$ cat src/rtl/evt_flag_pkg.sv
package evt_flag_pkg;
  localparam int SRC_N     = 4;
  localparam int SRC_CARRY = 0;
  localparam int SRC_BORW  = 1;
  localparam int SRC_MATCH = 2;
  localparam int SRC_INDEX = 3;
  localparam int MODE_W    = 2;
  localparam int SEL_W     = 2;

  typedef enum logic [MODE_W-1:0] {
    CM_FREE    = 2'b00,
    CM_ONESHOT = 2'b01,
    CM_RANGE   = 2'b10,
    CM_MODULO  = 2'b11
  } cnt_mode_e;

  typedef enum logic [SEL_W-1:0] {
    FB_HIGH = 2'b00,
    FB_SIGN = 2'b01,
    FB_DIR  = 2'b10,
    FB_RSVD = 2'b11
  } flgb_sel_e;
endpackage

$ cat src/rtl/evt_qualify.sv
module evt_qualify
  import evt_flag_pkg::*;
#(
  parameter int N = SRC_N
) (
  input  logic [N-1:0]      ev_raw,
  input  logic [N-1:0]      en,
  input  logic [MODE_W-1:0] mode,
  input  logic              up,
  output logic [N-1:0]      ev_hit,
  output logic              any_hit
);
  cnt_mode_e mode_e;
  logic      match_ok;
  logic [N-1:0] ev_valid;

  assign mode_e = cnt_mode_e'(mode);

  // compare counts both ways only in free-running and single-cycle modes
  always_comb begin
    unique case (mode_e)
      CM_FREE, CM_ONESHOT: match_ok = 1'b1;
      default:             match_ok = up;
    endcase
  end

  genvar gi;
  generate
    for (gi = 0; gi < N; gi++) begin : g_src
      if (gi == SRC_MATCH) begin : g_match
        assign ev_valid[gi] = ev_raw[gi] & match_ok;
      end else begin : g_plain
        assign ev_valid[gi] = ev_raw[gi];
      end
      assign ev_hit[gi] = ev_valid[gi] & en[gi];
    end
  endgenerate

  assign any_hit = |ev_hit;
endmodule

$ cat src/rtl/flga_hold.sv
module flga_hold (
  input  logic clk,
  input  logic rst_n,
  input  logic hit,
  input  logic clr,
  input  logic pass,
  output logic held
);
  always_ff @(posedge clk or negedge rst_n) begin
    if (!rst_n)    held <= 1'b0;
    else if (pass) held <= 1'b0;
    else if (hit)  held <= 1'b1;
    else if (clr)  held <= 1'b0;
  end

  assert_set_on_hit_R7: assert property (@(posedge clk) disable iff (!rst_n)
    (!pass && hit) |=> held);
  assert_event_beats_clr_R8: assert property (@(posedge clk) disable iff (!rst_n)
    (!pass && hit && clr) |=> held);
  assert_clr_release_R7: assert property (@(posedge clk) disable iff (!rst_n)
    (clr && !hit) |=> !held);
  assert_pass_empties_R9: assert property (@(posedge clk) disable iff (!rst_n)
    pass |=> !held);
endmodule

$ cat src/rtl/sign_track.sv
module sign_track (
  input  logic clk,
  input  logic rst_n,
  input  logic carry,
  input  logic borrow,
  output logic neg
);
  always_ff @(posedge clk or negedge rst_n) begin
    if (!rst_n)                neg <= 1'b0;
    else if (borrow && !carry) neg <= 1'b1;
    else if (carry && !borrow) neg <= 1'b0;
  end

  assert_borrow_sets_R11: assert property (@(posedge clk) disable iff (!rst_n)
    (borrow && !carry) |=> neg);
  assert_carry_clears_R11: assert property (@(posedge clk) disable iff (!rst_n)
    (carry && !borrow) |=> !neg);
  assert_both_hold_R11: assert property (@(posedge clk) disable iff (!rst_n)
    (carry && borrow) |=> $stable(neg));
endmodule

$ cat src/rtl/evt_flag_unit.sv
module evt_flag_unit
  import evt_flag_pkg::*;
(
  input  logic              clk,
  input  logic              rst_n,
  input  logic              carry_pls,
  input  logic              borrow_pls,
  input  logic              match_pls,
  input  logic              index_lvl,
  input  logic              cnt_up,
  input  logic [MODE_W-1:0] cnt_mode,
  input  logic [SRC_N-1:0]  src_en,
  input  logic              flga_pass,
  input  logic              flag_clr,
  input  logic [SEL_W-1:0]  flgb_sel,
  output logic              flga_n,
  output logic              flgb
);
  logic [SRC_N-1:0] ev_raw;
  logic [SRC_N-1:0] ev_hit;
  logic             any_hit;
  logic             held;
  logic             neg;
  flgb_sel_e        sel_e;

  always_comb begin
    ev_raw             = '0;
    ev_raw[SRC_CARRY]  = carry_pls;
    ev_raw[SRC_BORW]   = borrow_pls;
    ev_raw[SRC_MATCH]  = match_pls;
    ev_raw[SRC_INDEX]  = index_lvl;
  end

  evt_qualify #(.N(SRC_N)) u_qual (
    .ev_raw  (ev_raw),
    .en      (src_en),
    .mode    (cnt_mode),
    .up      (cnt_up),
    .ev_hit  (ev_hit),
    .any_hit (any_hit)
  );

  flga_hold u_hold (
    .clk   (clk),
    .rst_n (rst_n),
    .hit   (any_hit),
    .clr   (flag_clr),
    .pass  (flga_pass),
    .held  (held)
  );

  sign_track u_sign (
    .clk    (clk),
    .rst_n  (rst_n),
    .carry  (carry_pls),
    .borrow (borrow_pls),
    .neg    (neg)
  );

  assign flga_n = flga_pass ? ~any_hit : ~held;

  assign sel_e = flgb_sel_e'(flgb_sel);
  always_comb begin
    unique case (sel_e)
      FB_SIGN: flgb = neg;
      FB_DIR:  flgb = cnt_up;
      default: flgb = 1'b1;
    endcase
  end

  assert_match_blocked_down_R4: assert property (@(posedge clk) disable iff (!rst_n)
    (flga_pass && cnt_mode[1] && !cnt_up && src_en == 4'b0100) |-> flga_n);
  assert_disabled_src_quiet_R2: assert property (@(posedge clk) disable iff (!rst_n)
    (flga_pass && src_en == '0) |-> flga_n);
  assert_pass_follows_R6: assert property (@(posedge clk) disable iff (!rst_n)
    (flga_pass && carry_pls && src_en[SRC_CARRY]) |-> !flga_n);
  assert_flgb_high_R10: assert property (@(posedge clk) disable iff (!rst_n)
    (flgb_sel == 2'b00 || flgb_sel == 2'b11) |-> flgb);
  assert_index_level_R5: assert property (@(posedge clk) disable iff (!rst_n)
    (flga_pass && index_lvl && src_en[SRC_INDEX]) |-> !flga_n);
  assert_hit_onehot_idx_R2: assert property (@(posedge clk) disable iff (!rst_n)
    (src_en == 4'b1000) |-> $onehot0(ev_hit));
endmodule

$ cat config.mk
export PLATFORM = sky130hd
export DESIGN_NAME = evt_flag_unit
export DESIGN_NICKNAME = d
export VERILOG_FILES = /design/src/rtl/evt_flag_pkg.sv /design/src/rtl/evt_qualify.sv /design/src/rtl/flga_hold.sv /design/src/rtl/sign_track.sv /design/src/rtl/evt_flag_unit.sv
export SDC_FILE = /design/constraint.sdc
export NUM_CORES = 1
export LEC_CHECK = 0
export ABC_CLOCK_PERIOD_IN_PS = 1000
export CORE_AREA = 2 2 39 41
export DETAILED_ROUTE_END_ITERATION = 8
export DIE_AREA = 0 0 41 43
export DONT_BUFFER_PORTS = 1
export SLEW_MARGIN = 20
export SYNTH_ARGS = -nofsm -noshare
export SYNTH_HDL_FRONTEND = slang
export SYNTH_HIERARCHICAL = 1
export SYNTH_SLANG_ARGS = --single-unit
$ cat constraint.sdc
create_clock -name clk -period 1 [get_ports clk]
set_input_delay 0 -clock clk [delete_from_list [all_inputs] [get_ports clk]]
set_output_delay 0 -clock clk [all_outputs]
set_load 0.01 [all_outputs]
==> results.md, run 1 <==
- Global-route wire length before repair: 738 um
- Fin Hold WS: 8.867 ps
- Initial Util: 12.84%
- ANT cells: 0
- Final HPWL DP: approximately 370 um
- IO buf count: 0
- Area grow syn2layout: 40.85%
- Design Area, Final: 250.2 um2
- Die Wd: 41 um
- TritonCTS clock tree: yes
- CP max stage cell: dfrtp_1
- RSZ-0062 raised after global routing: no
- CP endpoint kind: output port
- Fin crit share: 95.26%
- Final hold violations: 0
- Routed vias: approximately 150
- Final WL: between 400 and 500 um
- Gr usage total: 7.136%
- CTS clk-pin slew, worst paths: 30 ps
- Syn_area_per_cell: 9.871 um2
- DP Area: 197.7 um2
- Max cap viols: 0
- 1st-pass router iterations: 4
- Synthesis Warnings: 6
- Die H: 43 um
- Final RePlAce weighted congestion: 0.5799
- Sink Count: 2
- Post-Synthesis Cells: 18
- Number of global-route vias before repair: 190
- Worst path cell trace: a221o_1
- Synthesized cell area: 177.7 um2
- Required @ worst endpoint: 1000 ps
- Avg WL per Cell: 10.80 um
- Total CTS buffers: 3
- Startpoint Class: flop
- Top Ports: 19
- Total core area: 0.001384 mm2
- Final Setup Violations: 0
- Maximum vdd ir drop: 0.4821 mV
- Largest net degree at the start of global routing: 3
- Slew HR: between 80% and 90%
- Post-CTS resize count: 0
- Remaining DRCs: 0
- Post-CTS Repair Setup Buffers: 0
- Max Freq: 1050 MHz
- Setup TNS: 0 ps
- Post-DRT Antenna Nets: 0
- Number of vias per cell: around 3.7
- Final Core Density: 18.08%
- Die ar.: 0.001763 mm2
- Initial drt markers: 2
- Place WS: 222.6 ps
- Crit path buf inv count: 0
- Max Buffers Root-to-Sink: 2
- PwrDens: 1348 mW/mm2
- CP Class: reg2out
- CP arrival: 950 ps
- Hold_buf cts: 3
- Initial antenna violation count: 0
- Std cell rows: 14
- Overflow after GRT: 0
- Clk_skew: 0 ps
- Post-route minimum period: 952.6 ps
- Final setup margin: 47.40 ps
- Worst Max-Slew Pin Slew: roughly 280 ps
- Clock latency on the worst-skew pair: 220 ps
- CP max FO: 2
- Largest delay share family, worst path: flip-flops
- Share of post-route cells with drive strength above 1: a little over a fifth
- Slew Viols, Final: 0
- Leak Pwr: 0.1266 nW
- CTS HTree Levels: 1
- Status: finished, final reports clean
- Worst min path class: in2async
- Clk Tree Root Cell: clkbuf_4
- CP peak stage delay: 380 ps
- Post-synth net total: 38
- Final layout net count: 46
-- path summary, 6_finish.rpt --
check,startpoint,endpoint,slack [ps],depth (start not counted)
max in group asynchronous,rst_n,u_hold/held,870,1
hold reg to reg,u_sign/neg,u_sign/neg,530,1
hold / removal,rst_n,u_sign/neg,9,1
setup reg to reg,u_sign/neg,u_sign/neg,250,1
min in group clk,borrow_pls,u_sign/neg,50,2
setup / recovery,u_sign/neg,flgb,50,1
-- report_power, final --
group	internal [W]	switching, W
logic	0.0000358	0.0000271
clock network	0.000132	0.0000469
registers	0.0000901	0.00000515
-- flip-flops by register name (all words and copies together) (netlist names) --
signal,cells
u_hold/held,1
u_sign/neg,1
-- metal layers --
metal / routed length, um / global-route usage [%] / up-vias
li1: - / - / 75
met1: 170 / 7.097 / 57
met2: 184 / 8.438 / 16
met3: 76 / 5.236 / 0
met4: 0 / 8.000 / 0
met5: 0 / 0 / -
-- layout make-up --
| cell class | instances | area, um2 |
|---|---|---|
| Clock buffer | 3 | 22.52 |
| Fill cell | 160 | 1134 |
| Inverter | 4 | 15.01 |
| Multi-Input combinational cell | 12 | 112.6 |
| Sequential cell | 2 | 50.05 |
| Tap cell | 16 | 20.02 |
| Timing Repair Buffer | 3 | 30.03 |
-- metrics by stage --
stage          cells  total power (W)
2_1_floorplan     18        0.0001405
3_3_place_gp      34        0.0001480
3_5_place_dp      34        0.0001497
4_1_cts           40        0.0003501
5_1_grt           40        0.0003769
6_report          40        0.0003374
-- layout by cell type, fill, tap and decap left out --
| master | instances |
|---|---|
| inv_1 | 4 |
| ha_1 | 3 |
| clkbuf_4 | 3 |
| dlygate4sd3_1 | 3 |
| dfrtp_1 | 2 |
| a221o_1 | 1 |
| mux2i_1 | 1 |
| nand2b_1 | 1 |
| a21oi_2 | 1 |
| nand2_1 | 1 |
| nor2b_1 | 1 |
| a222oi_1 | 1 |
| o21ai_1 | 1 |
| mux2_4 | 1 |
(Power assumes the default switching activity.)
==> run 2, diff against run 1 <==
Settings changed: BUFFER_PORTS_ARGS from default to -buffer_cell sky130_fd_sc_hd__buf_2, CELL_PAD_IN_SITES_DETAIL_PLACEMENT from default to 1, CELL_PAD_IN_SITES_GLOBAL_PLACEMENT from default to 1, DONT_BUFFER_PORTS 1 to default, PLACE_DENSITY_LB_ADDON from default to 0.1.
==> run 2 against run 1 <==
  * Global-route usage is 1.5 points higher
  * Flip-flop and latch count is the same
  * Highest routed layer unchanged
  * Non-clock buffer count grew 16
  * Fmax fell by 6.5%
  * Final cell count increased by 40%
  * Clock power is essentially flat
  * Hold slack gained 56 ps
  * Total power rose by 13%
  * Critical endpoint unchanged
  * First-iteration DRC count down 50%
  * Sequential power down 0.7%
  * Combinational power increased by 70%
  * Count of clock-buffer cells in the layout unchanged
  * The flow now finishes with violations (negative setup slack)
==> results.md, run 2 (same netlist as run 1, synthesis figures left out) <==
- Status: complete, but fails checks
- Failing checks: negative setup slack
- CP max stage cell: dfrtp_1
- Top Ports: 19
- Reg2Reg Launch Point: u_sign/neg
- Final hold violations: 0
- Final WL: 571 um
- Die H: 43 um
- Overflow after GRT: 0
- Place WS: approximately 130 ps
- 1st-pass router iterations: 4
- Initial drt markers: 1
- Hold endpoint: u_hold/held
- Max cap viols: 0
- R2R Setup Slk: around 140 ps
- Final layout net count: between 60 and 70
- Most frequent cells in the layout: 16 x buf_2, 4 x inv_1, 3 x ha_1, 3 x clkbuf_4
- CTS HTree Levels: 1
- Total CTS buffers: 3
- Clk_skew: 0 ps
- PwrDens: 1159 mW/mm2
- Number of global-route vias before repair: 253
- Slew Viols, Final: 0
- Slew HR: between 80% and 90%
- Cell depth of the worst hold path: 3
- CP endpoint kind: output port
- Die Wd: between 40 and 50 um
- RSZ-0062 raised after global routing: yes
- Final HPWL DP: 495.6 um
- WP depth: 2
- Fin crit share: 101.9%
- Most common cell after layout, fill and taps aside: buf_2
- Max Freq: 981.2 MHz
- Die ar.: around 0.0018 mm2
- Final Setup Violations: 1
- Max Buffers Root-to-Sink: 2
- Maximum vdd ir drop: 0.2676 mV
- Total core area: around 0.0014 mm2
- Number of vias per cell: 3.875
- CP max FO: 2
- Hold path start: flag_clr
- Initial antenna violation count: 0
- Remaining DRCs: 0
- Fin Hold WS: 64.58 ps
- Setup TNS: -19.17 ps
- Gr usage total: under 10%
- Crit path buf inv count: 1
- Worst path cell trace: a221o_1 -> buf_2
- CP arrival: 1020 ps
- CP peak stage delay: 370 ps
- Share of post-route cells with drive strength above 1: a little under three fifths
- Avg WL per Cell: 10.20 um
- Post-CTS resize count: 0
- TritonCTS clock tree: yes
- Sink Count: 2
- Global-route wire length before repair: about 900 um
- Area grow syn2layout: 84.51%
- Initial Util: 12.84%
- Post-route minimum period: 1019 ps
- IO buf count: 17
- Final Total Pwr: 0.0003799 W
- Largest delay share family, worst path: flip-flops
- CTS clk-pin slew, worst paths: 30 ps
- R2R depth: 2
- Largest net degree at the start of global routing: 3
- Clock latency on the worst-skew pair: 220 ps
- Worst Max-Slew Pin Slew: 263.2 ps
- Std cell rows: 14
- CP Class: reg2out
- Leak Pwr: 0.1902 nW
- Startpoint Class: flop
- Required @ worst endpoint: 1000 ps
- Post-DRT Antenna Nets: 0
- Worst min path class: in2reg
- Crit Reg-Reg Endpoint: u_sign/neg
- Routed vias: 217
- Final RePlAce weighted congestion: ~0.54
- ANT cells: 0
- Largest registers: u_hold/held (1), u_sign/neg (1)
- Clk Tree Root Cell: clkbuf_4
- Final setup margin: -19.17 ps
## run 2: cell count changes in the layout (fill, tap and decap cells not counted), sizes merged
cell | previous run | this run
buf | 0 | 17
dlygate4sd3 | 3 | 2
## run 2: where the power goes
part           leakage, nW  internal (W)  switching (W)  total (W)
sequential          0.0253     0.0000901     0.00000454  0.0000946
clock               0.0138      0.000132      0.0000462   0.000179
combinational        0.151     0.0000639      0.0000427   0.000107
total                0.190      0.000286      0.0000935   0.000380
## run 2: metrics by stage
stage          instance area, um2  cells  utilization [%]
3_5_place_dp                282.8     51            20.43
4_1_cts                     325.3     56            23.51
6_report                    327.8     56            23.69
3_3_place_gp                282.8     51            20.43
2_1_floorplan               177.7     18                -
5_1_grt                     327.8     56            23.69
## run 2: how the worst max path moves through the flow
stage | to | from | slack (ps)
6_report | flgb | u_sign/neg | -20
5_1_grt | flgb | u_sign/neg | -50
4_1_cts | flgb | u_sign/neg | -40
3_5_place_dp | flga_n | index_lvl | 130
3_3_place_gp | flga_n | index_lvl | 130
2_1_floorplan | u_sign/neg | carry_pls | 280
## run 2: layout make-up
| class | instances | area (um2) |
|---|---|---|
| Clock buffer | 3 | 22.52 |
| Fill cell | 174 | 1056 |
| Inverter | 4 | 15.01 |
| Multi-Input combinational cell | 12 | 112.6 |
| Sequential cell | 2 | 50.05 |
| Tap cell | 16 | 20.02 |
| Timing Repair Buffer | 19 | 107.6 |
## run 2: per-layer routing
layer / vias up / global-route usage [%] / wire (um)
met5: - / 0 / 0
met4: 0 / 10.00 / 0
met3: 0 / 5.236 / 48
met2: 11 / 13.13 / 318
met1: 97 / 6.090 / 204
li1: 109 / - / -
## run 2: repair_timing
item,4_1_cts,5_1_grt
buffers inserted,0,1
hold buffers,2,0
endpoints found under the setup margin,1,2
hold endpoints to repair,3,0
cloned,0,0
## run 2: worst min-delay path: stages
cell	delay, ps
buf_2	70
nand2b_1	110
a21oi_2	60
==> run 3, diff against run 2 <==
Settings changed: ABC_CLOCK_PERIOD_IN_PS 1000 to 1300.
Clock period 1 ns to 1.3 ns, I/O delays scaled along.
==> run 3 against run 2 <==
  * Largest cell class unchanged
  * Cell area is 0.76% lower
  * Count of clock-buffer cells in the layout stayed put
  * Total power is 24% lower
  * The flow now finishes without violations
  * Critical path depth stayed put
  * Global-route usage is 0.10 points higher
  * Utilization is 0.18 points lower
  * Final cell count stayed put
  * Via count stayed put
  * Critical endpoint unchanged
  * Highest routed layer unchanged
  * Sequential power is 23% lower
  * Hold slack worse by 5.3 ps
  * Combinational power is 27% lower
==> results.md, run 3 (same netlist as run 1, synthesis figures left out) <==
- Gr usage total: 8.726%
- Sink Count: 2
- Reg2Reg Launch Point: u_sign/neg
- CP endpoint kind: output port
- Final non-filler cell total: 56
- Fin crit share: 79.54%
- Clk pwr share: 47.8%
- Die H: around 43 um
- Final HPWL DP: roughly 500 um
- Max Buffers Root-to-Sink: 2
- Worst min path class: in2reg
- CP arrival: 1030 ps
- Top Ports: 19
- ANT cells: 0
- Overflow after GRT: 0
- CTS HTree Levels: 1
- Die Wd: 41 um
- Largest registers: u_hold/held (1), u_sign/neg (1)
- Leak Pwr: 0.1890 nW
- Clk_skew: 0 ps
- Placed insts: 51
- Most frequent cells in the layout: 17 x buf_2, 4 x inv_1, 3 x ha_1, 3 x clkbuf_4
- Combinational Power Share: 26.9%
- Total CTS buffers: 3
- CP max FO: 2
- Cell depth of the worst hold path: 3
- IO buf count: 17
- Initial Util: 12.84%
- Post-DRT Antenna Nets: 0
- Area grow syn2layout: 83.10%
- PwrDens: a little under 900 mW/mm2
- Final RePlAce weighted congestion: 0.5385
- R2R depth: 1
- P_int: 0.0002170 W
- Fillcell total: 182
- 1st-pass router iterations: 4
- Clock latency on the worst-skew pair: between 200 and 250 ps
- Largest net degree at the start of global routing: 3
- Switch Pwr: 0.00007147 W
- Final hold violations: 0
- Total core area: 0.001384 mm2
- Sequential share of power: 25.3%
- Final WL: 567 um
- Clk Tree Root Cell: clkbuf_4
- Remaining DRCs: 0
- Final layout net count: 62
- Slew HR: 82.45%
- Avg WL per Cell: 10.13 um
- TritonCTS clock tree: yes
- Std cell rows: 14
- Most common cell after layout, fill and taps aside: buf_2
- Global-route wire length before repair: roughly 900 um
- Sw frac: between 20% and 30%
- Max cap viols: 0
- Hold path start: flag_clr
- R2R Setup Slk: 560 ps
- CTS clk-pin slew, worst paths: 30 ps
- RSZ-0062 raised after global routing: no
- Initial drt markers: 1
- CP Class: reg2out
- Post-CTS Repair Setup Buffers: 0
- Initial antenna violation count: 0
- Required @ worst endpoint: 1300 ps
- Slew Viols, Final: 0
- Startpoint Class: flop
- Setup TNS: 0 ps
- Post-route minimum period: 1034 ps
- Number of vias per cell: 3.875
- Number of global-route vias before repair: 248
- Status: finished, final reports clean
- Routed vias: around 220
- Maximum vdd ir drop: between 0.15 and 0.2 mV
- Share of post-route cells with drive strength above 1: 55.00%
- Hold endpoint: u_hold/held
- Crit Reg-Reg Endpoint: u_sign/neg
- Final Total Pwr: 0.0002884 W
- Worst Max-Slew Pin Slew: 263.3 ps
- Die ar.: around 0.0018 mm2
- Final Setup Violations: 0
- Max Freq: 967.1 MHz
[run 3: cell count changes in the layout (fill, tap and decap cells not counted)]
cell and change:
buf_2 +1, buf_4 -1
[run 3: per-layer routing]
metal	routed length, um	track usage [%]	part of all wire [%]
met3	47	5.236	8.3
met4	0	10.00	0
met5	0	0	0
met2	323	13.44	57
met1	196	6.090	35
[run 3: critical path: stages, from the launching register on]
cell,delay [ps]
dfrtp_1,370
a221o_1,300
buf_2,140
[run 3: metrics by stage]
stage	hold WS [ps]	util [%]	worst slack, ps	instance area, um2
global placement	-214.8	20.43	433.7	282.8
CTS	59.24	23.51	254.0	325.3
global route	89.97	23.51	228.4	325.3
floorplan	-295.6	-	576.1	177.7
detailed placement	-212.8	20.43	425.3	282.8
finish	59.31	23.51	266.0	325.3
[run 3: final cells by class]
cell class	instances	area, um2	share of cell area, %
timing repair buffer	19	105.1	32.31
tap	16	20.02	6.154
clock buffer	3	22.52	6.923
sequential	2	50.05	15.38
multi-input combinational	12	112.6	34.62
inverter	4	15.01	4.615
[run 3: power by group through the flow]
stage / clock, W / combinational, W / sequential, W
3_3_place_gp: 0 / 0.0000694 / 0.0000743
4_1_cts: 0.000145 / 0.0000794 / 0.0000731
6_report: 0.000138 / 0.0000776 / 0.0000729
5_1_grt: 0.000150 / 0.0000876 / 0.0000738
3_5_place_dp: 0 / 0.0000744 / 0.0000737
2_1_floorplan: 0 / 0.0000357 / 0.0000724
[run 3: timing repair]
action / CTS / global route
endpoints found under the setup margin: 0 / 0
hold endpoints to repair: 3 / 0
hold buffers: 2 / 0
gates resized for setup: 0 / 0
[run 3: worst max-delay path by stage]
stage,from,to,slack (ps),cells past startpoint
CTS,u_sign/neg,flgb,250,2
finish,u_sign/neg,flgb,270,2
global placement,index_lvl,flga_n,430,5
floorplan,carry_pls,u_sign/neg,580,3
global route,u_sign/neg,flgb,230,2
detailed placement,index_lvl,flga_n,430,5
